===== config.mk =====
export PLATFORM = sky130hd
export DESIGN_NAME = rtc3w_master
export DESIGN_NICKNAME = d
export VERILOG_FILES = /design/src/rtl/rtc3w_pkg.sv /design/src/rtl/rtc3w_phase_timer.sv /design/src/rtl/rtc3w_frame_gen.sv /design/src/rtl/rtc3w_rx_nibble.sv /design/src/rtl/rtc3w_master.sv
export SDC_FILE = /design/constraint.sdc
export NUM_CORES = 1
export LEC_CHECK = 0
export BUFFER_PORTS_ARGS = -buffer_cell sky130_fd_sc_hd__buf_2
export CORE_MARGIN = 2
export CORE_UTILIZATION = 48
export DETAILED_ROUTE_END_ITERATION = 16
export GPL_TIMING_DRIVEN = 0
export HOLD_SLACK_MARGIN = 0.06
export PLACE_DENSITY_LB_ADDON = 0.1
export SLEW_MARGIN = 40
export SYNTH_ARGS = -nofsm -noshare
export SYNTH_HDL_FRONTEND = slang
export SYNTH_SLANG_ARGS = --single-unit

===== constraint.sdc =====
create_clock -name clk -period 1.5 [get_ports clk]
set_clock_uncertainty 0.2 [all_clocks]
set_input_delay 0.15 -clock clk [delete_from_list [all_inputs] [get_ports clk]]
set_output_delay 0.15 -clock clk [all_outputs]
set_load 0.01 [all_outputs]

===== src/rtl/rtc3w_pkg.sv =====
// Shared constants, bus phase encoding and frame layout for the
// three-wire nibble bus master. Assumes 4-bit fields and 8-bit frames.
package rtc3w_pkg;

    localparam int FRAME_BITS = 8;
    localparam int NIB_BITS   = 4;
    localparam int XFER_BITS  = 2 * FRAME_BITS;   // two frame slots per transfer
    localparam int IDX_W      = $clog2(XFER_BITS);

    typedef enum logic [2:0] {
        ST_IDLE,
        ST_SETUP,
        ST_LOW,
        ST_HIGH,
        ST_END
    } bus_state_t;

    // Order of fields is the order on the wire, MSB first.
    typedef struct packed {
        logic                filler;
        logic                rd_flag;
        logic                addr_flag;
        logic                data_flag;
        logic [NIB_BITS-1:0] field;
    } frame_t;

    function automatic frame_t pack_frame(input logic rd, input logic is_addr,
                                          input logic is_data,
                                          input logic [NIB_BITS-1:0] fld);
        frame_t f;
        f.filler    = 1'b1;
        f.rd_flag   = rd;
        f.addr_flag = is_addr;
        f.data_flag = is_data;
        f.field     = fld;
        return f;
    endfunction

endpackage


===== src/rtl/rtc3w_phase_timer.sv =====
// Down-counter that times one bus phase. A restart loads PHASE_CYCLES-1,
// and expire is high in the last cycle of the phase. Assumes PHASE_CYCLES >= 1.
module rtc3w_phase_timer #(
    parameter int PHASE_CYCLES = 2
) (
    input  logic clk,
    input  logic rst_n,
    input  logic restart,
    output logic expire
);
    localparam int CW = (PHASE_CYCLES > 1) ? $clog2(PHASE_CYCLES) : 1;

    logic [CW-1:0] cnt_q;

    // Load at phase entry, otherwise count down to zero and hold there.
    always_ff @(posedge clk) begin
        if (!rst_n)
            cnt_q <= '0;
        else if (restart)
            cnt_q <= CW'(PHASE_CYCLES - 1);
        else if (cnt_q != '0)
            cnt_q <= cnt_q - 1'b1;
    end

    assign expire = (cnt_q == '0);

endmodule


===== src/rtl/rtc3w_frame_gen.sv =====
// Builds the 16-bit slot stream for one transfer from the request fields.
// Read: address frame followed by all-ones filler (the wire is released then).
// Write: address frame followed by data frame.
module rtc3w_frame_gen
    import rtc3w_pkg::*;
(
    input  logic                 is_write,
    input  logic [NIB_BITS-1:0]  addr,
    input  logic [NIB_BITS-1:0]  wdata,
    output logic [XFER_BITS-1:0] stream
);
    frame_t head_f;
    frame_t tail_f;

    // Select frame contents for the requested direction.
    always_comb begin
        head_f = pack_frame(!is_write, 1'b1, 1'b0, addr);
        if (is_write)
            tail_f = pack_frame(1'b0, 1'b0, 1'b1, wdata);
        else
            tail_f = frame_t'({FRAME_BITS{1'b1}});
        stream = {head_f, tail_f};
    end

endmodule


===== src/rtl/rtc3w_rx_nibble.sv =====
// Shift register that keeps the most recent W sampled bits, first bit
// ending up in the MSB. Cleared at the start of each transfer.
module rtc3w_rx_nibble #(
    parameter int W = 4
) (
    input  logic         clk,
    input  logic         rst_n,
    input  logic         clear,
    input  logic         shift_en,
    input  logic         bit_in,
    output logic [W-1:0] nib
);
    logic [W-1:0] q;

    for (genvar i = 0; i < W; i++) begin : g_bit
        if (i == 0) begin : g_lsb
            // Newest bit enters at the LSB.
            always_ff @(posedge clk) begin
                if (!rst_n || clear)
                    q[i] <= 1'b0;
                else if (shift_en)
                    q[i] <= bit_in;
            end
        end else begin : g_up
            // Older bits move toward the MSB.
            always_ff @(posedge clk) begin
                if (!rst_n || clear)
                    q[i] <= 1'b0;
                else if (shift_en)
                    q[i] <= q[i-1];
            end
        end
    end

    assign nib = q;

endmodule


===== src/rtl/rtc3w_master.sv =====
// Three-wire nibble bus master. It accepts one request while idle and runs
// 16 bit slots under one chip-select window. Each slot has three phases of
// PHASE_CYCLES clocks (setup with clock high, clock low, clock high).
// Assumes bus_sdi is already synchronous to clk; the slow bit rate leaves
// it settled well before the sampling cycle.
module rtc3w_master
    import rtc3w_pkg::*;
#(
    parameter int PHASE_CYCLES = 2
) (
    input  logic                clk,
    input  logic                rst_n,
    input  logic                req_valid,
    input  logic                req_write,
    input  logic [NIB_BITS-1:0] req_addr,
    input  logic [NIB_BITS-1:0] req_wdata,
    output logic                busy,
    output logic                done,
    output logic [NIB_BITS-1:0] rd_data,
    output logic                bus_ce,
    output logic                bus_sclk,
    output logic                bus_sdo,
    output logic                bus_sdo_en,
    input  logic                bus_sdi
);
    localparam logic [IDX_W-1:0] LAST_IDX = IDX_W'(XFER_BITS - 1);

    bus_state_t           state_q, state_d;
    logic [IDX_W-1:0]     idx_q;
    logic [XFER_BITS-1:0] tx_q;
    logic                 rd_q;
    logic                 restart;
    logic                 expire;
    logic                 accept;
    logic                 slot_end;
    logic                 in_reply;
    logic                 active;
    logic                 sample_en;
    logic [XFER_BITS-1:0] stream;

    rtc3w_phase_timer #(.PHASE_CYCLES(PHASE_CYCLES)) timer_i (
        .clk     (clk),
        .rst_n   (rst_n),
        .restart (restart),
        .expire  (expire)
    );

    rtc3w_frame_gen framer_i (
        .is_write (req_write),
        .addr     (req_addr),
        .wdata    (req_wdata),
        .stream   (stream)
    );

    rtc3w_rx_nibble #(.W(NIB_BITS)) rx_i (
        .clk      (clk),
        .rst_n    (rst_n),
        .clear    (accept),
        .shift_en (sample_en),
        .bit_in   (bus_sdi),
        .nib      (rd_data)
    );

    assign accept   = (state_q == ST_IDLE) && req_valid;
    assign slot_end = (state_q == ST_HIGH) && expire;
    assign active   = (state_q == ST_SETUP) || (state_q == ST_LOW) ||
                      (state_q == ST_HIGH);
    // The upper half of the slots is the second frame.
    assign in_reply  = idx_q[IDX_W-1];
    assign sample_en = (state_q == ST_SETUP) && expire && rd_q && in_reply;

    // Phase sequencing and timer restart at each phase entry.
    always_comb begin
        state_d = state_q;
        restart = 1'b0;
        unique case (state_q)
            ST_IDLE: begin
                if (req_valid) begin
                    state_d = ST_SETUP;
                    restart = 1'b1;
                end
            end
            ST_SETUP: begin
                if (expire) begin
                    state_d = ST_LOW;
                    restart = 1'b1;
                end
            end
            ST_LOW: begin
                if (expire) begin
                    state_d = ST_HIGH;
                    restart = 1'b1;
                end
            end
            ST_HIGH: begin
                if (expire) begin
                    state_d = (idx_q == LAST_IDX) ? ST_END : ST_SETUP;
                    restart = 1'b1;
                end
            end
            ST_END: state_d = ST_IDLE;
            default: state_d = ST_IDLE;
        endcase
    end

    // State register.
    always_ff @(posedge clk) begin
        if (!rst_n)
            state_q <= ST_IDLE;
        else
            state_q <= state_d;
    end

    // Slot index, transmit shift register and direction capture.
    always_ff @(posedge clk) begin
        if (!rst_n) begin
            idx_q <= '0;
            tx_q  <= '1;
            rd_q  <= 1'b0;
        end else if (accept) begin
            idx_q <= '0;
            tx_q  <= stream;
            rd_q  <= !req_write;
        end else if (slot_end) begin
            idx_q <= idx_q + 1'b1;
            tx_q  <= {tx_q[XFER_BITS-2:0], 1'b1};
        end
    end

    // Bus and host outputs decoded from registered state.
    always_comb begin
        bus_ce     = active;
        bus_sclk   = (state_q != ST_LOW);
        bus_sdo    = active ? tx_q[XFER_BITS-1] : 1'b1;
        bus_sdo_en = !(active && rd_q && in_reply);
        busy       = (state_q != ST_IDLE);
        done       = (state_q == ST_END);
    end

endmodule


==> summary.md, run 1 <==
| Metric | Value |
|---|---|
| Chip width | 54.85 um |
| Clock power frac | 0.228 |
| Routed WL | 3.200 mm |
| Clock sinks | 29 |
| CTS tree | yes |
| Clk slew on worst S/H paths | 0.10 ns |
| Seq cells post-synth | 29 |
| Placed Cells | 191 |
| Switching power | 0.6149 mW |
| Metal3 WL | 139 um |
| Post-route minimum period | 1.692 ns |
| Residual DRC count | 0 |
| Total GRT Usage | 0.2151 |
| Pins Over Slew Limit | 0 |
| 1st-iter DRT viols | 27 |
| Area growth, synth to finish | 47.78% |
| Top layer reached by signal wires | met4 |
| Largest net degree at the start of global routing | 11 |
| Met2 wire len | 1.615 mm |
| Via count | 1,256 |
| Final setup violating endpoints | 28 |
| Worst skew pair latency | 0.34 ns |
| Initial antenna violation count | 0 |
| DRT Pass-1 Iters | 4 |
| DPL Wire Length | 1.837 mm |
| Max Root-Sink Buffers | 2 |
| Main synth FF type | dfxtp_1 |
| Synth cell types | 34 |
| Slew @ Worst Pin | 0.4152 ns |
| First-pass GRT wire length | 4.409 mm |
| Synth warnings | 0 |
| P_int | 1.344 mW |
| Seq pwr share | 0.464 |
| Post-synth ARST share | 0 |
| Share of cells above drive strength 1 | 0.3814 |
| TritonCTS Buffers | 5 |
| Crit share post-route | 1.128 |
| H-tree Lvls | 2 |
| Worst vdd ir | 0.8644 mV |
| Failing checks | setup timing |
| Total power | 1.959 mW |
| Clk root buf | clkbuf_4 |
| Comb power frac | 0.308 |
| Mapped Nets | 153 |
| Switch share | 0.3138 |
| Final Worst Setup Slack | -0.1916 ns |
| Final Hold Viols | 0 |
| Remaining Overflow, GRT | 0 |
| # nets final | 207 |
| CP arrival | 1.77 ns |
| Maximum clock frequency | 591.1 MHz |
| Status | finished, violations left |
| CP endpoint kind | flip-flop |
| Critical Path RT | 1.58 ns |
| Vias per cell | 5.607 |
| GPL Wtd Cong | 0.7294 |
| Synthesized cell area | 1241 sq um |
| Post-synth EDFFs | 0 |
| Post-place setup slack | -0.2379 ns |
| Final cell count without fillers | 224 |
| Unrepaired setup endpoints after global routing | true |
| Mapped Cells | 139 |
| Crit Path Class | reg -> reg |
| Count of input and output buffers | 22 |
| Ports | 23 |
| Vias in the first global route | 1,016 |
| Critical Path Start Type | flip-flop |
| P per Cell Area | 1068 nW/um^2 |
| # rows | 18 |
| Die area | 3009 sq um |
| Fillers | 191 |
| Synthesized area per cell | 8.929 sq um |
| Max FO, Critical Path | 10 |
| Post-DR wirelength/cell | 14.29 um |
| Core area | 2455 sq um |
| Die height | 54.85 um |
| Max transition margin | 0.7193 |
| Routed Antenna Nets | 0 |
| Max-capacitance violation count | 0 |
| Seq/Total Area, Yosys | 0.4677 |
| Final Instance Area | 1834 sq um |
| Wire length on met1 | 1.389 mm |
| Ant diodes | 0 |
| Hold Path Class | in -> reg |
| Placed inst area | 1413 sq um |
| Initial Util | 0.5056 |
| Leakage | 0.7491 nW |
## per-stage QoR
step	util	hold WS (ns)	setup TNS (ns)
detailed placement	0.5754	0.1926	-3.980
global placement	0.5754	0.1848	-3.625
finish	0.7472	0.08181	-2.867
CTS	0.7018	0.1302	-3.144
global route	0.7472	0.1021	-3.901
floorplan	-	0.08341	-0.2223
## synth_stat cells, drive strengths merged, types with 2 or more instances
cell type  instances  area (sq um)
a221o              3         30.03
nand4              2         12.51
nand3             18         90.09
or3                4         25.02
nor3               4         20.02
o21ai             11         66.31
a22oi              4         30.03
nand2             12         45.04
a211o              3         26.28
a22o               3         26.28
buf                6         30.03
nor2b              2         12.51
dfxtp             29         580.6
clkbuf             3         11.26
a21oi              8         40.04
nor2               9         33.78
nand2b             2         12.51
xnor2              2         17.52
## sequential cells by signal (all words and copies together), names as in the netlist
signal,flops
tx_q,16
idx_q,4
rx_i.nib,4
state_q,3
rd_q,1
timer_i.cnt_q,1
## power by group through the flow
| stage | clock [mW] | sequential, mW | combinational [mW] |
|---|---|---|---|
| after detailed placement | 0 | 0.922 | 0.369 |
| after floorplan | 0 | 0.906 | 0.279 |
| after global routing | 0.495 | 0.918 | 0.644 |
| after CTS | 0.460 | 0.904 | 0.509 |
| after global placement | 0 | 0.918 | 0.363 |
| final | 0.448 | 0.908 | 0.603 |
## worst max-delay path, stage by stage (launching register included)
cell and delay [ns]:
dfxtp_4 0.37, or4b_1 0.54, buf_6 0.17, o21ai_4 0.20, a221o_1 0.14
## final timing paths
check | start | endpoint | slack [ns] | cells after the start
setup reg to reg | state_q[0]$_SDFFE_PN0P_ | tx_q[5]$_SDFFE_PN1P_ | -0.19 | 4
hold / removal | req_valid | state_q[0]$_SDFFE_PN0P_ | 0.08 | 4
setup / recovery | state_q[0]$_SDFFE_PN0P_ | tx_q[5]$_SDFFE_PN1P_ | -0.19 | 4
hold reg to reg | tx_q[2]$_SDFFE_PN1P_ | tx_q[2]$_SDFFE_PN1P_ | 0.28 | 1
## cells by family after synthesis
logic type | synth area share
and+or+nand+nor | 0.2752
adders and majority gates | 0.01008
DFF | 0.4677
xor gates and xnor gates | 0.01412
buffers and inverters | 0.03629
AOI/OAI and AO/OA | 0.1966
## placed cells by master (no fill, tap or decap), types with 4 or more instances in the layout
cell type and count:
o21ai_2 4, nand2_1 10, dlygate4sd3_1 12, or3_1 4, nand3_1 18, nor3_1 4, dfxtp_1 25, buf_4 9
buf_2 23, clkbuf_4 5, nor2_1 6, a21oi_1 7, o21ai_1 4, buf_6 10, a22oi_1 4
## routing by layer
metal | GRT usage | up-vias
li1 | - | 624
met1 | 0.2356 | 594
met2 | 0.3631 | 33
met3 | 0.08197 | 5
met4 | 0.1000 | 0
met5 | 0 | -
## repair_timing
item	CTS	global route
endpoints found under the setup margin	32	33
resized for setup	26	27
gates cloned	1	1
hold buffers	12	0
buffers inserted	10	2
pin swaps	4	7
hold endpoints to repair	24	0
## layout make-up
class                      instances  area, sq um  share of cell area
buffer                             8        82.58             0.04502
clock buffer                       6        41.29             0.02251
clock inverter                     2        10.01            0.005457
inverter                           1        3.754            0.002046
multi-input combinational        100        714.4              0.3895
sequential                        29        593.1              0.3233
tap                               30        37.54             0.02046
timing repair buffer              48        351.6              0.1917
Note: power is estimated with default switching activity, not from simulation.
==> inputs of run 2 (changes only) <==
--- a/config.mk
+++ b/config.mk
@@ -5,9 +5,11 @@
 export SDC_FILE = /design/constraint.sdc
 export NUM_CORES = 1
 export LEC_CHECK = 0
+export ABC_AREA = 1
 export BUFFER_PORTS_ARGS = -buffer_cell sky130_fd_sc_hd__buf_2
+export CORE_ASPECT_RATIO = 0.5
 export CORE_MARGIN = 2
-export CORE_UTILIZATION = 48
+export CORE_UTILIZATION = 49
 export DETAILED_ROUTE_END_ITERATION = 16
 export GPL_TIMING_DRIVEN = 0
 export HOLD_SLACK_MARGIN = 0.06
==> summary.md, run 2 <==
| Metric | Value |
|---|---|
| Synth top area cells | dfxtp_1, nand2_1, nand3_1 |
| DPL Wire Length | 1.950 mm |
| Final Instance Area | 1724 sq um |
| Fillers | 238 |
| Clk slew on worst S/H paths | 0.06 ns |
| Mapped Nets | 204 |
| Commonest non-fill, non-tap cell in the layout | nand2_1 |
| P_int | 1.644 mW |
| Final cell count without fillers | 270 |
| Main synth FF type | dfxtp_1 |
| Placed inst area | 1481 sq um |
| Clock sinks | 29 |
| Remaining Overflow, GRT | 0 |
| CP arrival | 1.12 ns |
| Comb power frac | 0.341 |
| Leakage | 0.8752 nW |
| Worst skew pair latency | 0.28 ns |
| # nets final | 247 |
| 1st-iter DRT viols | 49 |
| Critical Path Start Type | flip-flop |
| Routed WL | 2.908 mm |
| Vias in the first global route | 1,008 |
| Core area | 2586 sq um |
| Max transition margin | 0.6686 |
| Residual DRC count | 0 |
| Max FO, Critical Path | 5 |
| Vias per cell | 4.700 |
| Commonest non-fill, non-tap cells in the layout | nand2_1, dfxtp_1, buf_2, nand3_1, nor2_1 |
| Placed Cells | 249 |
| Max FFs per register | 16 |
| Pins Over Slew Limit | 0 |
| Initial antenna violation count | 0 |
| Worst vdd ir | 0.7948 mV |
| Cell taking the most area after synthesis | dfxtp_1 |
| Seq cells post-synth | 29 |
| Maximum clock frequency | 680.1 MHz |
| Max-capacitance violation count | 0 |
| Synth top cells by count | nand2_1, dfxtp_1, nor2_1 |
| Synth cell types | 23 |
| Most common cell in the netlist | nand2_1 |
| Crit Path Class | reg -> out |
| Post-synth EDFFs | 0 |
| Die area | 3161 sq um |
| CP endpoint kind | output pin |
| P per Cell Area | 1511 nW/um^2 |
| Ant diodes | 0 |
| Synth warnings | 0 |
| Post-synth ARST share | 0 |
| Critical Path RT | 1.15 ns |
| Mapped Cells | 190 |
| Ports | 23 |
| Largest net degree at the start of global routing | 11 |
| Area growth, synth to finish | 30.12% |
| Yosys top cell area share | 0.4381 |
| Reg with most FFs | tx_q |
| Post-DR wirelength/cell | 10.77 um |
| Unrepaired setup endpoints after global routing | true |
| Crit share post-route | 0.9802 |
| Seq pwr share | 0.411 |
| CTS tree | yes |
| DRT Pass-1 Iters | 4 |
| Final setup violating endpoints | 0 |
| Switch share | 0.3690 |
| Post-route minimum period | 1.470 ns |
| Slew @ Worst Pin | 0.4972 ns |
| GPL Wtd Cong | 0.8681 |
| Chip width | 77.54 um |
| Total GRT Usage | 0.1926 |
| Switching power | 0.9616 mW |
| Max Root-Sink Buffers | 2 |
| Die height | 40.77 um |
| Initial Util | 0.5123 |
| TritonCTS Buffers | 5 |
| # rows | 13 |
| Clk root buf | clkbuf_8 |
| Synthesized cell area | 1325 sq um |
| Final Hold Viols | 0 |
| First-pass GRT wire length | 4.409 mm |
| Share of cells above drive strength 1 | 0.2060 |
| Seq/Total Area, Yosys | 0.4381 |
| Status | finished, final reports clean |
| Count of input and output buffers | 22 |
| Hold Path Class | in -> reg |
| H-tree Lvls | 2 |
| Routed Antenna Nets | 0 |
| Clock power frac | 0.249 |
| Synthesized area per cell | 6.974 sq um |
| Via count | 1,269 |
## run 2: cell count changes after synthesis, moves of 4 or more
cell,change
a22oi_1,-4
o21ai_0,-6
buf_2,-5
nand4_1,+4
or3_1,-4
nand2_1,+53
nor2_1,+13
inv_1,+18
## run 2: final cells by class
cell class	instances	area (sq um)	share of cell area
clock buffer	7	86.33	0.05007
multi-input combinational	136	655.6	0.3803
tap	37	46.29	0.02685
timing repair buffer	36	245.2	0.1422
buffer	3	16.27	0.009434
sequential	29	586.8	0.3403
inverter	22	87.58	0.05080
## run 2: cells by family (layout without fill, tap and decap cells)
logic type               after synthesis  after routing  synth area share
XOR/XNOR                               1              1          0.006611
adder cells (fa/ha/maj)                1              1          0.009441
AND/OR/NAND/NOR                      124            124            0.4278
AO/OA/AOI/OAI                         10             10           0.04154
flip-flops                            29             29            0.4382
buffers and inverters                 25             68           0.07649
## run 2: metal layers
layer	vias to the layer above	part of all wire	GRT usage
met5	-	0	0
met2	30	0.43	0.3239
met3	3	0.048	0.08590
li1	693	-	-
met1	543	0.51	0.2332
met4	0	0.0072	0.05357
## run 2: metrics by stage
stage                     worst slack (ns)  utilization  setup TNS (ns)  power [mW]  hold slack (ns)
after floorplan                     0.1791            -               0       1.651          0.07628
after detailed placement          -0.02848       0.5728         -0.1002       1.869           0.1642
after global routing              -0.02973       0.6667        -0.08198       2.784           0.2205
after global placement            -0.01671       0.5728        -0.06324       1.841           0.1640
final                              0.02966       0.6667               0       2.606           0.1897
after CTS                          0.02623       0.6589               0       2.581           0.1878
## run 2: critical path, cell delays in order (launching register included)
cell and delay (ns):
dfxtp_2 0.36, nor2_4 0.22, nor2_4 0.07, nand2_1 0.07, buf_2 0.12
## run 2: path summary, 6_finish.rpt
| check | from | end | slack (ns) | depth (start not counted) |
|---|---|---|---|---|
| setup / recovery | state_q[0]$_SDFFE_PN0P_ | bus_sdo | 0.03 | 4 |
| hold / removal | rst_n | tx_q[12]$_SDFFE_PN1P_ | 0.19 | 3 |
| setup reg to reg | state_q[0]$_SDFFE_PN0P_ | rx_i.nib[1]$_SDFFE_PP0P_ | 0.07 | 6 |
| hold reg to reg | tx_q[12]$_SDFFE_PN1P_ | tx_q[12]$_SDFFE_PN1P_ | 0.26 | 2 |
## run 2: what timing repair did
item / 4_1_cts / 5_1_grt
pin swaps: 0 / 1
setup endpoints to repair: 14 / 10
hold buffers: 12 / 0
gates resized for setup: 6 / 2
hold endpoints to repair: 14 / 0
buffers inserted: 0 / 2
## run 2: power groups by stage
stage	Combinational [mW]	Clock [mW]	Sequential, mW
6_report	0.888	0.648	1.07
3_3_place_gp	0.780	0	1.06
4_1_cts	0.852	0.665	1.06
2_1_floorplan	0.613	0	1.04
5_1_grt	1.00	0.696	1.09
3_5_place_dp	0.805	0	1.06
==> inputs of run 3 (changes only) <==
--- a/config.mk
+++ b/config.mk
@@ -6,7 +6,7 @@
 export NUM_CORES = 1
 export LEC_CHECK = 0
 export ABC_AREA = 1
-export BUFFER_PORTS_ARGS = -buffer_cell sky130_fd_sc_hd__buf_2
+export BUFFER_PORTS_ARGS = -buffer_cell sky130_fd_sc_hd__clkbuf_2
 export CORE_ASPECT_RATIO = 0.5
 export CORE_MARGIN = 2
 export CORE_UTILIZATION = 49
==> summary.md, run 3 (synthesis results as in run 2) <==
| Metric | Value |
|---|---|
| Routed WL | 2.951 mm |
| Chip width | 77.54 um |
| Hold Path Class | in -> reg |
| Worst path top cell family by delay | flip-flops |
| Setup tns final | 0 ns |
| Vias in the first global route | 983 |
| Reg2reg end | rd_q$_SDFFE_PN0P_ |
| Ant diodes | 0 |
| Max FFs per register | 16 |
| Worst Hold Launch | rst_n |
| GPL Wtd Cong | 0.8675 |
| # rows | 13 |
| Remaining Overflow, GRT | 0 |
| Critical Path RT | 1.15 ns |
| Placed Cells | 249 |
| TritonCTS Buffers | 5 |
| Total power | 2.671 mW |
| Critical path buffer and inverter count | 1 |
| Placed inst area | 1481 sq um |
| Die area | 3161 sq um |
| Largest net degree at the start of global routing | 11 |
| Endpoint of the worst hold path | tx_q[12]$_SDFFE_PN1P_ |
| R2r setup slk | 0.06 ns |
| DRT Pass-1 Iters | 4 |
| Post-place setup slack | -0.01724 ns |
| Via count | 1,314 |
| Commonest non-fill, non-tap cells in the layout | nand2_1, dfxtp_1, nand3_1, nor2_1, clkbuf_2 |
| Post-DR wirelength/cell | 10.81 um |
| Initial antenna violation count | 0 |
| Area growth, synth to finish | 32.29% |
| Fin util | 0.6778 |
| Slew @ Worst Pin | 0.4925 ns |
| P per Cell Area | 1524 nW/um^2 |
| DPL Wire Length | 1.955 mm |
| Max FO, Critical Path | 7 |
| Most used cell along the critical path | nor2_4 |
| Crit Path Class | reg -> out |
| Pins Over Slew Limit | 0 |
| Max transition margin | 0.6717 |
| Status | finished, final reports clean |
| Worst vdd ir | 0.7824 mV |
| Worst r2r src | state_q[1]$_SDFFE_PN0P_ |
| Final cell count without fillers | 273 |
| # nets final | 250 |
| Final Hold Viols | 0 |
| Reg with most FFs | tx_q |
| Commonest non-fill, non-tap cell in the layout | nand2_1 |
| 1st-iter DRT viols | 86 |
| CTS tree | yes |
| Maximum clock frequency | 679.9 MHz |
| Final Instance Area | 1753 sq um |
| Fin Hold WS | 0.1723 ns |
| Initial Util | 0.5123 |
| Clk slew on worst S/H paths | 0.06 ns |
| Count of input and output buffers | 22 |
| Ports | 23 |
| Vias per cell | 4.813 |
| Die height | 40.77 um |
| Post-route minimum period | 1.471 ns |
| Critical Path Start Type | flip-flop |
| Worst skew pair latency | 0.28 ns |
| Final Worst Setup Slack | 0.02910 ns |
| Leakage | 0.8813 nW |
| Routed Antenna Nets | 0 |
| CP cell instances | nor2_4 -> nor2_4 -> nand2_1 -> buf_2 |
| Unrepaired setup endpoints after global routing | true |
| Hold Crit Depth | 3 |
| Crit share post-route | 0.9806 |
| H-tree Lvls | 2 |
| Clock sinks | 29 |
| Crit-path slowest cell | dfxtp_4 |
| CP arrival | 1.12 ns |
| Max-capacitance violation count | 0 |
| First-pass GRT wire length | 4.347 mm |
| Max incr delay on CP | 0.37 ns |
| Max Root-Sink Buffers | 2 |
| Clk root buf | clkbuf_8 |
| Total GRT Usage | 0.1884 |
| Share of cells above drive strength 1 | 0.2246 |
| Reg2reg path depth | 6 |
| Core area | 2586 sq um |
| Residual DRC count | 0 |
| Final setup violating endpoints | 0 |
| CP endpoint kind | output pin |
run 3: layer usage:
layer  share of wire  global-route usage  wire [um]
met1            0.47              0.2305       1383
met2            0.45              0.3087       1329
met3           0.066             0.06828        196
met4           0.014             0.09375         42
met5               0                   0          0
run 3: repair_timing:
item,CTS,global route
setup buffers,0,5
pin swaps,0,3
resized for setup,4,8
setup endpoints to repair,12,12
hold buffers,12,0
hold endpoints to repair,14,0
run 3: tightest hold or removal path: stages:
cell	delay (ns)
clkbuf_2	0.08
clkbuf_1	0.24
nand3_1	0.14
run 3: area by class of cell:
class | count | area, sq um
buffer | 3 | 16.27
tap | 37 | 46.29
clock buffer | 7 | 86.33
fill | 227 | 833.3
multi-input combinational | 136 | 658.1
inverter | 22 | 91.34
sequential | 29 | 586.8
timing repair buffer | 39 | 267.8
run 3: worst max path at each step:
stage / from / endpoint / slack (ns) / cells after the start
after global routing: state_q[1]$_SDFFE_PN0P_ / tx_q[3]$_SDFFE_PN1P_ / -0.01 / 6
after CTS: state_q[1]$_SDFFE_PN0P_ / bus_sdo_en / -0.02 / 4
after global placement: state_q[0]$_SDFFE_PN0P_ / rx_i.nib[1]$_SDFFE_PP0P_ / -0.02 / 6
after floorplan: state_q[0]$_SDFFE_PN0P_ / tx_q[12]$_SDFFE_PN1P_ / 0.18 / 6
final: state_q[1]$_SDFFE_PN0P_ / bus_sdo_en / 0.03 / 4
after detailed placement: state_q[0]$_SDFFE_PN0P_ / rx_i.nib[2]$_SDFFE_PP0P_ / -0.02 / 6
run 3: power breakdown:
part / switching [mW] / leakage, nW / internal, mW / total, mW
Clock: 0.282 / 0.0443 / 0.363 / 0.645
Sequential: 0.129 / 0.239 / 0.944 / 1.07
Combinational: 0.573 / 0.598 / 0.381 / 0.953
Total: 0.983 / 0.881 / 1.69 / 2.67
